[src/rtl/dpot_pkg.sv]
package dpot_pkg;

  localparam int BYTE_W  = 8;
  localparam int A_TAP_W = 7;
  localparam int B_TAP_W = 8;
  localparam int A_TAPS  = 100;
  localparam int A_TOP   = A_TAPS - 1;

  typedef enum logic [1:0] {
    SEL_NONE = 2'b00,
    SEL_A    = 2'b01,
    SEL_B    = 2'b10,
    SEL_RSV  = 2'b11
  } pot_sel_e;

  // Folded code of pot A -> tap; unmapped codes pin to the top tap
  function automatic logic [A_TAP_W-1:0] a_code_to_tap(input logic [BYTE_W-1:0] code);
    int c;
    int t;
    c = int'(code);
    if (c <= 24)                 t = c;
    else if (c >= 32 && c <= 56) t = 81 - c;
    else if (c >= 64 && c <= 88) t = c - 14;
    else if (c >= 96 && c <= 120) t = 195 - c;
    else                         t = A_TOP;
    return A_TAP_W'(t);
  endfunction

  // Tap of pot A -> folded code (inverse of the above)
  function automatic logic [A_TAP_W-1:0] a_tap_to_code(input logic [A_TAP_W-1:0] tap);
    int t;
    int c;
    t = int'(tap);
    if (t < 25)      c = t;
    else if (t < 50) c = 81 - t;
    else if (t < 75) c = t + 14;
    else             c = 195 - t;
    return A_TAP_W'(c);
  endfunction

endpackage

[src/rtl/dpot_cmd_decode.sv]
module dpot_cmd_decode
  import dpot_pkg::*;
(
  input  logic              clk,
  input  logic              rst_n,
  input  logic              instr_stb,
  input  logic [BYTE_W-1:0] instr_byte,
  output logic              instr_ok,
  output pot_sel_e          sel,
  output logic              wr_nv
);

  pot_sel_e sel_q, sel_n;
  logic     nv_q, nv_n;
  logic     pad_zero;
  logic     sel_legal;

  assign pad_zero  = (instr_byte[6:2] == 5'b00000);
  assign sel_legal = (instr_byte[1:0] == SEL_A) || (instr_byte[1:0] == SEL_B);
  assign instr_ok  = pad_zero && sel_legal;

  always_comb begin
    sel_n = sel_q;
    nv_n  = nv_q;
    if (instr_stb) begin
      if (instr_ok) begin
        sel_n = pot_sel_e'(instr_byte[1:0]);
        nv_n  = instr_byte[7];
      end else begin
        sel_n = SEL_NONE;
        nv_n  = 1'b0;
      end
    end
  end

  always_ff @(posedge clk or negedge rst_n) begin
    if (!rst_n) begin
      sel_q <= SEL_NONE;
      nv_q  <= 1'b0;
    end else if (instr_stb) begin
      sel_q <= sel_n;
      nv_q  <= nv_n;
    end
  end

  assign sel   = sel_q;
  assign wr_nv = nv_q;

endmodule

[src/rtl/dpot_recall_seq.sv]
module dpot_recall_seq #(
  parameter int RECALL_CYCLES = 1024,
  parameter int SYNC_STAGES   = 2
) (
  input  logic clk,
  input  logic rst_n,
  input  logic supply_ok,
  output logic recall_load,
  output logic recall_done
);

  localparam int CNT_W = (RECALL_CYCLES > 2) ? $clog2(RECALL_CYCLES) : 1;
  localparam logic [CNT_W-1:0] CNT_LAST = CNT_W'(RECALL_CYCLES - 1);

  logic [SYNC_STAGES-1:0] sync_q;
  logic                   supply_s;
  logic [CNT_W-1:0]       cnt_q, cnt_n;
  logic                   done_q, done_n;
  logic                   load_n;

  generate
    for (genvar s = 0; s < SYNC_STAGES; s++) begin : g_sync
      if (s == 0) begin : g_first
        always_ff @(posedge clk or negedge rst_n) begin
          if (!rst_n) sync_q[0] <= 1'b0;
          else        sync_q[0] <= supply_ok;
        end
      end else begin : g_next
        always_ff @(posedge clk or negedge rst_n) begin
          if (!rst_n) sync_q[s] <= 1'b0;
          else        sync_q[s] <= sync_q[s-1];
        end
      end
    end
  endgenerate

  assign supply_s = sync_q[SYNC_STAGES-1];

  always_comb begin
    cnt_n  = cnt_q;
    done_n = done_q;
    load_n = 1'b0;
    if (!supply_s) begin
      cnt_n  = '0;
      done_n = 1'b0;
    end else if (!done_q) begin
      if (cnt_q == CNT_LAST) begin
        load_n = 1'b1;
        done_n = 1'b1;
      end else begin
        cnt_n = cnt_q + 1'b1;
      end
    end
  end

  always_ff @(posedge clk or negedge rst_n) begin
    if (!rst_n) begin
      cnt_q  <= '0;
      done_q <= 1'b0;
    end else begin
      cnt_q  <= cnt_n;
      done_q <= done_n;
    end
  end

  assign recall_load = load_n;
  assign recall_done = done_q;

endmodule

[src/rtl/dpot_a_map.sv]
module dpot_a_map
  import dpot_pkg::*;
(
  input  logic [BYTE_W-1:0]  wr_code,
  output logic [A_TAP_W-1:0] wr_tap,
  input  logic [A_TAP_W-1:0] cur_tap,
  output logic [BYTE_W-1:0]  rd_code
);

  logic [A_TAP_W-1:0] code7;

  always_comb begin
    wr_tap = a_code_to_tap(wr_code);
    code7  = a_tap_to_code(cur_tap);
    rd_code = {1'b0, code7};
  end

endmodule

[src/rtl/dpot_wiper_ctrl.sv]
module dpot_wiper_ctrl
  import dpot_pkg::*;
#(
  parameter int RECALL_CYCLES = 1024,
  parameter int SYNC_STAGES   = 2
) (
  input  logic         clk,
  input  logic         rst_n,
  input  logic         supply_ok,
  input  logic         byte_vld,
  input  logic         byte_is_instr,
  input  logic         rd_flag,
  input  logic [7:0]   byte_in,
  input  logic         wel,
  input  logic [1:0]   block_lock,
  output logic         ack_vld,
  output logic         ack,
  output logic [7:0]   rd_data,
  output logic [6:0]   tap_a,
  output logic [7:0]   tap_b,
  output logic         recall_done
);

  localparam logic [A_TAP_W-1:0] A_PRESET = '0;
  localparam logic [B_TAP_W-1:0] B_PRESET = '1;

  logic instr_stb, data_stb;
  logic instr_ok;
  pot_sel_e sel;
  logic wr_nv;
  logic recall_load;
  logic wr_allowed, data_ok;
  logic [A_TAP_W-1:0] a_wr_tap;
  logic [BYTE_W-1:0]  a_rd_code;

  logic ack_vld_q, ack_q, ack_n;
  logic [A_TAP_W-1:0] wip_a_q, wip_a_n, shd_a_q, shd_a_n;
  logic [B_TAP_W-1:0] wip_b_q, wip_b_n, shd_b_q, shd_b_n;
  logic wip_en, shd_en;

  assign instr_stb = byte_vld &&  byte_is_instr;
  assign data_stb  = byte_vld && !byte_is_instr;

  dpot_cmd_decode u_dec (
    .clk        (clk),
    .rst_n      (rst_n),
    .instr_stb  (instr_stb),
    .instr_byte (byte_in),
    .instr_ok   (instr_ok),
    .sel        (sel),
    .wr_nv      (wr_nv)
  );

  dpot_recall_seq #(
    .RECALL_CYCLES (RECALL_CYCLES),
    .SYNC_STAGES   (SYNC_STAGES)
  ) u_recall (
    .clk         (clk),
    .rst_n       (rst_n),
    .supply_ok   (supply_ok),
    .recall_load (recall_load),
    .recall_done (recall_done)
  );

  dpot_a_map u_amap (
    .wr_code (byte_in),
    .wr_tap  (a_wr_tap),
    .cur_tap (wip_a_q),
    .rd_code (a_rd_code)
  );

  assign wr_allowed = wel && (block_lock == 2'b00) && recall_done && !rd_flag;
  assign data_ok    = data_stb && wr_allowed && ((sel == SEL_A) || (sel == SEL_B));

  // Response
  always_comb begin
    ack_n = 1'b0;
    if (instr_stb)     ack_n = instr_ok;
    else if (data_stb) ack_n = data_ok;
  end

  always_ff @(posedge clk or negedge rst_n) begin
    if (!rst_n) begin
      ack_vld_q <= 1'b0;
      ack_q     <= 1'b0;
    end else begin
      ack_vld_q <= byte_vld;
      ack_q     <= ack_n;
    end
  end

  // Wipers and shadows
  always_comb begin
    wip_a_n = wip_a_q;
    wip_b_n = wip_b_q;
    shd_a_n = shd_a_q;
    shd_b_n = shd_b_q;
    wip_en  = 1'b0;
    shd_en  = 1'b0;
    if (recall_load) begin
      wip_a_n = shd_a_q;
      wip_b_n = shd_b_q;
      wip_en  = 1'b1;
    end else if (data_ok) begin
      wip_en = 1'b1;
      shd_en = wr_nv;
      if (sel == SEL_A) begin
        wip_a_n = a_wr_tap;
        shd_a_n = a_wr_tap;
      end else begin
        wip_b_n = byte_in;
        shd_b_n = byte_in;
      end
    end
  end

  always_ff @(posedge clk or negedge rst_n) begin
    if (!rst_n) begin
      wip_a_q <= A_PRESET;
      wip_b_q <= B_PRESET;
    end else if (wip_en) begin
      wip_a_q <= wip_a_n;
      wip_b_q <= wip_b_n;
    end
  end

  always_ff @(posedge clk or negedge rst_n) begin
    if (!rst_n) begin
      shd_a_q <= '0;
      shd_b_q <= '0;
    end else if (shd_en) begin
      shd_a_q <= shd_a_n;
      shd_b_q <= shd_b_n;
    end
  end

  // Read path
  always_comb begin
    case (sel)
      SEL_A:   rd_data = a_rd_code;
      SEL_B:   rd_data = wip_b_q;
      default: rd_data = '0;
    endcase
  end

  assign ack_vld = ack_vld_q;
  assign ack     = ack_q;
  assign tap_a   = wip_a_q;
  assign tap_b   = wip_b_q;

endmodule

[config.mk]
export PLATFORM = sky130hd
export DESIGN_NAME = dpot_wiper_ctrl
export DESIGN_NICKNAME = d
export VERILOG_FILES = /design/src/rtl/dpot_pkg.sv /design/src/rtl/dpot_cmd_decode.sv /design/src/rtl/dpot_recall_seq.sv /design/src/rtl/dpot_a_map.sv /design/src/rtl/dpot_wiper_ctrl.sv
export SDC_FILE = /design/constraint.sdc
export NUM_CORES = 1
export LEC_CHECK = 0
export CAP_MARGIN = 0
export CORE_MARGIN = 4
export CORE_UTILIZATION = 59
export DETAILED_ROUTE_END_ITERATION = 10
export PLACE_DENSITY = 0.85
export REMOVE_ABC_BUFFERS = 1
export SYNTH_ARGS = -nofsm -noshare
export SYNTH_HDL_FRONTEND = slang
export SYNTH_SLANG_ARGS = --single-unit
[constraint.sdc]
create_clock -name clk -period 4.24 [get_ports clk]
set_input_delay 0.848 -clock clk [delete_from_list [all_inputs] [get_ports clk]]
set_output_delay 0.848 -clock clk [all_outputs]
set_load 0.02 [all_outputs]
==> impl_metrics.py <==
metrics = {
    "outcome": {
        "status": "completed",
    },
    "critical_path": {
        "cp_num_buf_inv": 2,
        "crit_family": "buffers and inverters",
        "arrival_ns": 3.00,
        "slowest_stage": "clkdlybuf4s50_1",
        "cpPeakStageDelay_ns": 0.66,
        "r2r_start": "u_dec.sel[0]",
        "crit_chain": "inv_1 -> ha_1 -> nand2b_1 -> a31oi_2 -> or3_1 -> a211o_1 -> o311ai_1 -> clkdlybuf4s50_1",
        "endpoint_kind": "output pin",
        "path_class": "reg -> out",
        "crit_path_start": "tap_a[2]",
        "critPathLaunchType": "flip-flop",
        "required_ns": 3.39,
        "path_max_fanout": 8,
    },
    "logic_synthesis": {
        "synth-edff-count": 0,
        "synthCells": 329,
        "yosys.area_share.adder_pct": 6.03,
        "yosysSeqAreaShare_pct": 38.9,
        "synth_mux_area_share_pct": 4.02,
        "synth-xor-area-share_pct": 4.51,
        "synth_cell_types": 59,
        "ys.warnings.count": 0,
        "synthSimpleGateAreaFrac_pct": 18.1,
        "netlist_area_mm2": 0.00311,
        "synth-main-ff-cell": "dfrtp_1",
        "synth-seq-cells": 48,
        "synth-async-reset-ratio_pct": 100,
        "syn_area_per_cell_um2": 9.45,
        "synth_top_family_by_area": "compound AO/OA/AOI/OAI gates",
        "synth-compound-area-share_pct": 23.3,
    },
    "clock_tree": {
        "cts-root-buf": "clkbuf_8",
        "cts_tree": "yes",
        "clkTransAtPathRegs_ns": 0.09,
        "htreeDepth": 2,
        "cts.sinks": 48,
        "clockBufferDepth": 2,
        "cts_buffers": 5,
        "cts_resized": 0,
        "cts_setup_buffers": 0,
        "cts_hold_buffers": 0,
        "worstSkewPairLatency_ns": 0.30,
    },
    "global_route": {
        "grt_usage_pct": 26.2,
        "antenna_found_initial": 0,
        "gr-total-overflow": 0,
        "grt_first_pass_wirelength_um": 13100,
        "first_global_vias": 2653,
        "grt_max_degree": 49,
    },
    "sta": {
        "worst_slew_margin_rel_pct": 30.7,
        "layout_setup_ws_ns": 0.388,
        "finalSetupTns_ns": 0,
        "rsz0062_at_grt": "false",
        "final_max_slew_viol_count": 0,
        "worst_pin_slew_ns": 1.04,
        "finalSetupViolCount": 0,
        "finalCriticalPeriod_ns": 3.85,
        "fmax_mhz": 260,
        "hold_viol": 0,
        "skew_ns": 0.00322,
        "post-route-period-util_pct": 90.8,
    },
    "power": {
        "peakVddDrop_v": 0.000257,
        "p_comb_share_pct": 8.9,
        "power-per-cell-area_mw_per_mm2": 259,
        "seq_power_share_pct": 49.2,
        "leakage_nw": 1.58,
        "pwr-share-clk_pct": 41.9,
        "p_int_uw": 734,
        "switching_share_pct": 22.5,
        "p_sw_uw": 213,
    },
    "die": {
        "dieHeight_um": 80.6,
        "num_rows": 26,
        "die_area_mm2": 0.00650,
        "coreArea_mm2": 0.00511,
        "ios": 43,
        "start_util_pct": 60.9,
        "die_w_um": 80.6,
    },
    "layout": {
        "diodes": 0,
        "final_layout_size_suffix_gt1_share_pct": 7.69,
        "postLayoutCellArea_mm2": 0.00365,
        "fin_nets": 395,
        "syn_to_final_growth_pct": 17.4,
        "final_common_cell": "clkdlybuf4s50_1",
        "final_cells": 434,
        "final_cell_mix": "41 x clkdlybuf4s50_1, 40 x dfrtp_1, 38 x nand2_1, 18 x and2_1, 16 x o21ai_0",
    },
    "place": {
        "placedCellCount": 426,
        "place_ws_ns": 0.744,
        "port_buffers": 42,
        "dpl-instance-area_mm2": 0.00351,
        "place_congestion": 0.953,
        "place_hpwl_um": 5790,
    },
    "route": {
        "first_pass_iters": 5,
        "routed-via-count": 2711,
        "drtIter0Drc": 159,
        "route.detailed.drc": 0,
        "wirelength_um": 7900,
        "wl_per_cell_um": 18.2,
        "postRouteAntennaNets": 0,
        "drt-vias-per-instance": 6.25,
    },
    "hold_path": {
        "hp-class": "reg -> reg",
        "hold_start": "u_recall.sync_q[0]",
    },
    "flow_run": {
        "maxCapViolCount": 0,
    },
}
[path summary, 6_finish.rpt]
path,endpoint,slack [ns],cells past startpoint
min,u_recall.supply_s,0.36,0
max in group asynchronous,shd_a_q[6],2.88,1
min in group asynchronous,shd_b_q[7],0.72,1
max,rd_data[2],0.39,8
min reg2reg,u_recall.supply_s,0.36,0
max reg2reg,shd_b_q[7],1.90,6
[metal layers]
| layer | vias to the layer above | wire length (µm) | GRT usage (%) |
|---|---|---|---|
| li1 | 1256 | - | - |
| met1 | 1309 | 3300 | 34.3 |
| met2 | 125 | 3860 | 43.0 |
| met3 | 21 | 532 | 4.37 |
| met4 | 0 | 199 | 10.3 |
| met5 | - | 0 | 0 |
[flip-flops by register name (all words and copies together) (netlist names)]
name                  count
shd_a_q                   7
u_dec.wr_nv               1
u_recall.cnt_q           10
u_recall.sync_q           1
shd_b_q                   8
tap_a                     7
u_recall.recall_done      1
tap_b                     8
u_recall.supply_s         1
ack_vld                   1
u_dec.sel                 2
ack                       1
[area by class of cell]
| type | count | area (µm²) |
|---|---|---|
| Inverter | 16 | 60.1 |
| Clock inverter | 3 | 68.8 |
| Fill cell | 395 | 1460 |
| Sequential cell | 48 | 1210 |
| Tap cell | 70 | 87.6 |
| Clock buffer | 5 | 68.8 |
| Timing Repair Buffer | 42 | 415 |
| Multi-Input combinational cell | 250 | 1740 |
[cell usage after synthesis, types with 3 or more instances]
| cell type | number | share of area [%] |
|---|---|---|
| a41oi_1 | 3 | 0.84 |
| a21oi_1 | 9 | 1.4 |
| xnor2_1 | 9 | 2.5 |
| a22oi_1 | 8 | 1.9 |
| and3_1 | 8 | 1.6 |
| a221o_1 | 4 | 1.3 |
| mux2i_1 | 8 | 2.6 |
| a22o_1 | 5 | 1.4 |
| nand2b_1 | 4 | 0.80 |
| a21o_1 | 5 | 1.2 |
| dfrtp_1 | 40 | 32 |
| clkbuf_1 | 4 | 0.48 |
| buf_2 | 4 | 0.64 |
| ha_1 | 15 | 6.0 |
| and2_1 | 18 | 3.6 |
| a211o_1 | 5 | 1.4 |
| dfstp_2 | 8 | 6.8 |
| nor2_1 | 12 | 1.4 |
| inv_1 | 15 | 1.8 |
| buf_6 | 4 | 1.4 |
| o21ai_0 | 16 | 2.6 |
| o21ai_1 | 11 | 1.8 |
| xor2_1 | 7 | 2.0 |
| nor3_1 | 7 | 1.1 |
| nor2b_1 | 4 | 0.80 |
| nand3_1 | 11 | 1.8 |
| o31ai_1 | 7 | 1.7 |
| nand2_1 | 38 | 4.6 |
[metrics by stage]
step | hold slack, ns | total power [mW] | util (%)
floorplan | 0.331 | 0.513 | -
global placement | 0.333 | 0.554 | 68.8
detailed placement | 0.342 | 0.557 | 68.8
CTS | 0.363 | 0.950 | 71.5
global route | 0.385 | 0.978 | 71.5
finish | 0.362 | 0.947 | 71.5
[power by group through the flow]
stage	sequential, mW	combinational, mW	clock [mW]
after floorplan	0.474	0.0393	0
after global placement	0.474	0.0797	0
after detailed placement	0.475	0.0824	0
after CTS	0.466	0.0837	0.401
after global routing	0.467	0.0934	0.418
final	0.466	0.0842	0.397
[logic make-up after synthesis]
group | count (synthesis)
simple gates | 110
compound gates | 97
flops | 48
buf+inv | 31
xor+xnor | 16
fa+ha+maj | 15
mux | 12
[worst reg2reg max path: stages (launching register included)]
cell	delay [ns]
dfrtp_1	0.40
inv_1	0.06
ha_1	0.36
and4bb_1	0.32
and2_1	0.19
nand3_1	0.42
mux2_1	0.47
Note: power is estimated with default switching activity, not from simulation.
